--- config.mk ---
export PLATFORM = sky130hd
export DESIGN_NAME = ext_bus_arbiter
export DESIGN_NICKNAME = d
export VERILOG_FILES = /design/src/rtl/ext_bus_arbiter.sv
export SDC_FILE = /design/constraint.sdc
export NUM_CORES = 1
export LEC_CHECK = 0
export ABC_AREA = 1
export BUFFER_PORTS_ARGS = -buffer_cell sky130_fd_sc_hd__buf_2
export CAP_MARGIN = 20
export CORE_MARGIN = 2
export CORE_UTILIZATION = 45
export DETAILED_ROUTE_END_ITERATION = 8
export GPL_TIMING_DRIVEN = 0
export PLACE_DENSITY = 0.73
export SKIP_CTS_REPAIR_TIMING = 1
export SYNTH_ARGS = -nofsm -noshare
export SYNTH_HDL_FRONTEND = slang
export SYNTH_SLANG_ARGS = --single-unit
--- constraint.sdc ---
create_clock -name clk -period 1.4 [get_ports clk]
set_clock_uncertainty 0.1 [all_clocks]
set_input_delay 0.14 -clock clk [delete_from_list [all_inputs] [get_ports clk]]
set_output_delay 0.14 -clock clk [all_outputs]
set_load 0.02 [all_outputs]
--- src/rtl/ext_bus_arbiter.sv ---
module ext_bus_arbiter (
  input  logic       clk,
  input  logic       rst_n,
  input  logic [4:0] req_i,
  input  logic [4:0] lock_i,
  input  logic       rmw_i,
  input  logic       done_i,
  output logic [4:0] gnt_o
);
  localparam logic [4:0] OPB   = 5'b00100;
  localparam logic [4:0] LOCKS = 5'b00110;
  localparam logic [4:0] FETCH = 5'b11000;

  typedef enum logic [1:0] {M_FREE, M_LOCK, M_GAP, M_WPEND} mode_t;

  mode_t      mode_q, mode_d;
  logic [4:0] gnt_q, own_q, own_d, mask, cand, pick;

  wire busy = |gnt_q;
  wire fin  = busy && done_i;
  wire arb  = !busy || done_i;

  always_comb begin
    mode_d = mode_q;
    own_d  = own_q;
    if (fin) begin
      case (mode_q)
        M_FREE, M_LOCK: begin
          if ((gnt_q & OPB) != 0 && rmw_i) begin
            mode_d = M_GAP;
            own_d  = '0;
          end else if ((gnt_q & LOCKS & lock_i) != 0) begin
            mode_d = M_LOCK;
            own_d  = gnt_q;
          end else begin
            mode_d = M_FREE;
            own_d  = '0;
          end
        end
        M_GAP:   mode_d = ((gnt_q & FETCH) != 0) ? M_WPEND : M_FREE;
        default: mode_d = M_FREE;
      endcase
    end
  end

  always_comb begin
    case (mode_d)
      M_LOCK:  mask = own_d;
      M_GAP:   mask = ((req_i & FETCH) != 0) ? FETCH : OPB;
      M_WPEND: mask = OPB;
      default: mask = '1;
    endcase
  end

  assign cand  = req_i & mask;
  assign pick  = cand & (~cand + 5'd1);
  assign gnt_o = gnt_q;

  always_ff @(posedge clk or negedge rst_n) begin
    if (!rst_n) begin
      gnt_q  <= '0;
      own_q  <= '0;
      mode_q <= M_FREE;
    end else begin
      mode_q <= mode_d;
      own_q  <= own_d;
      if (arb) gnt_q <= pick;
    end
  end

  assert_onehot_R2: assert property (@(posedge clk) disable iff (!rst_n)
    $onehot0(gnt_o));

  assert_hold_R3: assert property (@(posedge clk) disable iff (!rst_n)
    (gnt_o != 0 && !done_i) |=> $stable(gnt_o));

  assert_idle_R4: assert property (@(posedge clk) disable iff (!rst_n)
    (gnt_o == 0 && req_i != 0 && mode_q == M_FREE) |=> gnt_o != 0);

  assert_lock_R5: assert property (@(posedge clk) disable iff (!rst_n)
    (gnt_o[2] && done_i && lock_i[2] && !rmw_i && mode_q != M_GAP && mode_q != M_WPEND)
      |=> (gnt_o & ~OPB) == 0);

  assert_gap_R6: assert property (@(posedge clk) disable iff (!rst_n)
    (gnt_o[2] && done_i && rmw_i && (mode_q == M_FREE || mode_q == M_LOCK))
      |=> (gnt_o[1:0] == 2'b00));

  assert_write_R7: assert property (@(posedge clk) disable iff (!rst_n)
    ((gnt_o & FETCH) != 0 && done_i && mode_q == M_GAP) |=> (gnt_o & ~OPB) == 0);

  assert_reset_R9: assert property (@(posedge clk)
    !rst_n |=> gnt_o == 0);
endmodule

==> metrics.cfg, run 1 <==
[status]
status = finished with violations
violations = setup timing

[logic_synthesis]
avgSynthCellArea_um2 = 6.95
netlist_instances = 108
yosysSeqAreaShare_pct = 40.0
synth.lib_cells_used.distinct = 15
syn-num-nets = 122
ys_warn_count = 0
synth-seq-cells = 12
synth_area_um2 = 751

[layout]
antenna_cells = 0
layout.nets = 145
post-route-util_pct = 68.2
layout-drive-gt1-share_pct = 50.8
multiInputGateArea_um2 = 529
syn_to_final_growth_pct = 40.0
nFillCells = 133
fin_cells = 146
seqCellArea_um2 = 308

[sta]
finalHoldViolCount = 0
slew_headroom_pct = 81.3
rsz0062_at_grt = true
finalWorstSetupSlack_ps = -281
maxSlewViolCount = 0
worstMarginPinSlew_ps = 281
fin_crit_sh_pct = 120
setup_viol = 5
layout_min_cycle_time_ps = 1680
fmax_mhz = 595

[pwr]
switching_power_mw = 1.13
p_total_mw = 2.24
seq_power_share_pct = 27.6
power_leakage_nw = 0.558
p_int_mw = 1.11
vdd_drop_max_v = 0.00115
p_sw_share_pct = 50.4
cellPowerDensity_nw_per_um2 = 2130
clkPwrFrac_pct = 12.6
combPwrFrac_pct = 59.8

[clocking]
cts_tree = done
cts_buffer_depth = 2
cts_root_buffer = clkbuf_4
clkLatencyLatePin_ps = 280
cts_max_level = 1
clock-sinks = 12
clk_pin_slew_ps = 80
cts_buffers = 3

[setup_path]
reg2reg_slack_ps = -280
reg2reg_depth = 12
cp_max_fo = 7
required_ps = 1470
endpoint_kind = flip-flop
start_kind = flip-flop
r2r-end = gnt_o[3]
cp.arrival_ps = 1750
path_class = reg -> reg
regToRegStartpoint = gnt_o[2]

[drt]
dr.pass1.iters = 4
wl_um = 1870
vias_per_cell = 5.26
drtIter0Drc = 14
route.detailed.drc = 0
drtAntennaViolNets = 0
vias = 768
routedWlPerCell_um = 12.8

[placed_design]
gp_congestion = 0.861
pre_cts_ws_ps = -267
dp_hpwl_um = 1260
io_buffers = 15
dp.cells = 139

[job]
cap_violations = 0

[global_route]
grt_pass1_vias = 714
grt_max_degree = 13
grt-ovfl-total = 0
grt_pass1_wl_um = 3000
antenna_found_initial = 0
grt_use_total_pct = 20.9

[floorplan]
die-height_um = 44.8
core_um2 = 1540
start_util_pct = 48.7
die_x_um = 44.8
dieArea_um2 = 2010
rows = 14
num_io_pins = 19

[min_path]
hold_class = in -> reg
holdPathEnd = gnt_o[2]
holdPathStages = 5
hp-start = req_i[2]

==> cells in the final DEF, fill, tap and decap left out, types with 3 or more instances in the layout <==
cell type / n
buf_2: 15
clkbuf_4: 3
dfrtp_1: 6
dfrtp_2: 6
inv_1: 9
inv_2: 3
nand2_1: 34
nand2_2: 9
nand2_4: 6
nand3_1: 5
nand3_2: 6
nor2_1: 5
nor2_2: 3
nor2_4: 4
==> how the worst max path moves through the flow <==
| stage | startpoint | to | slack [ps] | cells after the start |
|---|---|---|---|---|
| floorplan | gnt_o[3] | gnt_o[4] | -120 | 12 |
| global placement | gnt_o[3] | gnt_o[4] | -220 | 10 |
| detailed placement | gnt_o[0] | gnt_o[4] | -270 | 10 |
| CTS | gnt_o[0] | gnt_o[4] | -280 | 10 |
| global route | gnt_o[2] | gnt_o[3] | -380 | 12 |
| finish | gnt_o[2] | gnt_o[3] | -280 | 12 |
==> worst max-delay path: stages (launching register included) <==
cell and delay, ps:
dfrtp_2 470, nor2_4 140, nand3_4 140, nand2_8 120
inv_4 70, nand2_4 60, nand2_4 70, nand2_2 70
nor2_2 40, nor2_4 130, nor2_4 40, nand2_1 60
nand2_1 50
==> metrics by stage <==
step | hold WS (ps) | area, um2 | TNS, ps
6_report | 108 | 1050 | -1150
5_1_grt | 116 | 1050 | -1620
4_1_cts | -367 | 898 | -1020
2_1_floorplan | -256 | 767 | -430
3_5_place_dp | -68.2 | 862 | -917
3_3_place_gp | -72.0 | 862 | -775
==> sequential cells by signal, indices dropped and copies added (netlist names) <==
name	count
gnt_o	5
own_q	5
mode_q	2
==> synthesized netlist by cell type <==
master    n  area, um2
nor2_1    8       30.0
nand3_4   1       17.5
o21ai_2   1       8.76
nand4_1   1       6.26
inv_1    12       45.0
nor2_2    4       25.0
inv_2     1       3.75
dfrtp_1  12        300
nand2_4   3       33.8
nand2_2   5       31.3
a21oi_1   2       10.0
nand2_1  42        158
nand3_1  12       60.1
inv_4     1       6.26
o21ai_0   3       15.0
==> metal layers <==
| metal | vias to the layer above | GRT usage (%) | wire, um |
|---|---|---|---|
| li1 | 383 | - | - |
| met3 | 2 | 5.20 | 98 |
| met2 | 21 | 33.9 | 914 |
| met4 | 0 | 9.41 | 11 |
| met5 | - | 0 | 0 |
| met1 | 362 | 26.4 | 844 |
==> power groups by stage <==
stage | Combinational, mW | Clock (mW) | Sequential, mW
finish | 1.34 | 0.283 | 0.618
detailed placement | 0.981 | 0 | 0.605
global placement | 0.961 | 0 | 0.601
floorplan | 0.683 | 0 | 0.657
global route | 1.45 | 0.303 | 0.640
CTS | 0.991 | 0.286 | 0.599
==> cell type report <==
cell class,instances,share of cell area (%)
inverter,14,5.48
tap,16,1.90
sequential,12,29.3
timing repair buffer,18,9.52
multi-input combinational,82,50.4
clock buffer,4,3.45
==> cell families after synthesis <==
kind of cell | synth area share, %
flip-flops | 40.0
buffers and inverters | 7.33
AO/OA/AOI/OAI | 4.50
AND/OR/NAND/NOR | 48.2
Note: power is estimated with default switching activity, not from simulation.
==> run 2, diff against run 1 <==
BUFFER_PORTS_ARGS = unset   (was -buffer_cell sky130_fd_sc_hd__buf_2)
CORE_UTILIZATION = 53   (was 45)
DONT_BUFFER_PORTS = 1   (was unset)
PLACE_DENSITY = 0.72   (was 0.73)
RECOVER_POWER = 100   (was unset)
SETUP_SLACK_MARGIN = 0.1   (was unset)
==> metrics.cfg, run 2 (synthesized netlist as in run 1, its figures left out) <==
[status]
status = finished with violations
violations = hold timing, setup timing

[global_route]
grt_use_total_pct = 20.3  ; -0.67 points
grt_pass1_vias = 642  ; -10%
antenna_found_initial = 0  ; unchanged
grt_max_degree = 13  ; unchanged
grt-ovfl-total = 0  ; unchanged
grt_pass1_wl_um = 2630  ; -12%

[placed_design]
pre_cts_ws_ps = -280  ; -13.4 ps
gp_congestion = 0.844  ; -2.0%
dp.cells = 123  ; -12%
dp_hpwl_um = 1220  ; -3.5%
io_buffers = 0  ; -15
place_area_um2 = 786  ; -8.9%

[clocking]
clock-sinks = 12  ; unchanged
cts_root_buffer = clkbuf_4
cts_tree = done
clkLatencyLatePin_ps = 280  ; about the same
cts_max_level = 1  ; unchanged
cts_buffer_depth = 2  ; unchanged
clk_pin_slew_ps = 80  ; about the same
cts_buffers = 3  ; unchanged

[layout]
post-route-util_pct = 72.4  ; +4.2 points
final_area_um2 = 953  ; -9.3%
multiInputGateArea_um2 = 479  ; -9.5%
layout.nets = 134  ; -7.6%
seqCellArea_um2 = 307  ; -0.41%
nFillCells = 101  ; -24%
syn_to_final_growth_pct = 27.0
final_common_cell = nand2_1
layout-drive-gt1-share_pct = 36.1  ; -15 points
fin_cells = 134  ; -8.2%
layout_common_cells = nand2_1, inv_1, nand2_2
antenna_cells = 0  ; unchanged

[drt]
dr.pass1.iters = 4  ; unchanged
routedWlPerCell_um = 13.3  ; +4.2%
drtIter0Drc = 15  ; +1
vias = 732  ; -4.7%
wl_um = 1790  ; -4.4%
route.detailed.drc = 0  ; unchanged
vias_per_cell = 5.46  ; +3.8%
drtAntennaViolNets = 0  ; unchanged

[sta]
fin_crit_sh_pct = 123  ; +3.2 points
rsz0062_at_grt = true
fmax_mhz = 580  ; -2.6%
finalHoldViolCount = 1  ; +1
maxSlewViolCount = 0  ; unchanged
finalWorstSetupSlack_ps = -325  ; -44.2 ps
holdWs_ps = -20.4  ; -129 ps
setup_viol = 7  ; +2
slew_headroom_pct = 61.9  ; -19 points
worstMarginPinSlew_ps = 569  ; +288 ps
layout_min_cycle_time_ps = 1730  ; +44.2 ps

[floorplan]
start_util_pct = 57.0  ; +8.3 points
dieArea_um2 = 1730  ; -14%
num_io_pins = 19  ; unchanged
die-height_um = 41.6  ; -7.2%
core_um2 = 1320  ; -15%
rows = 13  ; -1
die_x_um = 41.6  ; -7.2%

[min_path]
hold_class = in -> reg
hp-start = done_i

[pwr]
cellPowerDensity_nw_per_um2 = 2100  ; -1.5%
vdd_drop_max_v = 0.00113  ; -1.6%
p_total_mw = 2.00  ; -11%
power_leakage_nw = 0.503  ; -9.9%

[setup_path]
critPathSlowestCell = dfrtp_1
crit_path_max_incr_delay_ps = 430  ; -40 ps
crit_start = mode_q[1]
endpoint_kind = flip-flop
regToRegStartpoint = mode_q[1]
path_class = reg -> reg
cp_cell_sequence = inv_1, nor2_1, nand2_2, nand2_1, nand3_2, nand2_4, nor2_1, nand2_2, nand2_2, nor2_2, nand2_1, nand2_1
cp_max_fo = 5  ; -2
start_kind = flip-flop
required_ps = 1520  ; +50 ps
cp.arrival_ps = 1850  ; +100 ps

[job]
cap_violations = 0  ; unchanged

run 2: path summary, 6_finish.rpt:
path / end / slack (ps) / depth (start not counted)
min: mode_q[1] / -20 / 2
max reg2reg: gnt_o[4] / -330 / 12
max: gnt_o[4] / -330 / 12
min reg2reg: own_q[4] / 380 / 2
min in group asynchronous: own_q[4] / 190 / 1
max in group asynchronous: gnt_o[3] / 610 / 1
run 2: cell type report:
| type | count | share of cell area, % |
|---|---|---|
| multi-input combinational | 82 | 50.3 |
| sequential | 12 | 32.2 |
| timing repair buffer | 7 | 6.56 |
| inverter | 14 | 6.30 |
| clock buffer | 4 | 2.76 |
| tap | 15 | 1.97 |
run 2: layer usage:
layer / global-route usage (%) / wire length [um]
met3: 4.35 / 88
met2: 29.4 / 871
met4: 14.8 / 45
met5: 0 / 0
met1: 26.3 / 782
run 2: stage by stage:
step	setup TNS (ps)	hold slack, ps
after CTS	-1290	-558
after global routing	-2070	-26.6
after detailed placement	-1170	-255
after global placement	-1040	-255
after floorplan	-430	-256
final	-1370	-20.4
run 2: power by group:
part	switching [mW]	internal, mW
clock	0.118	0.111
sequential	0.231	0.473
combinational	0.679	0.391
total	1.03	0.974
run 2: worst max-delay path, delay by kind of cell, from the launching register on:
| kind | cells | cell delay, ps |
|---|---|---|
| simple gates | 11 | 1010 |
| buf+inv | 1 | 120 |
| flops | 1 | 430 |
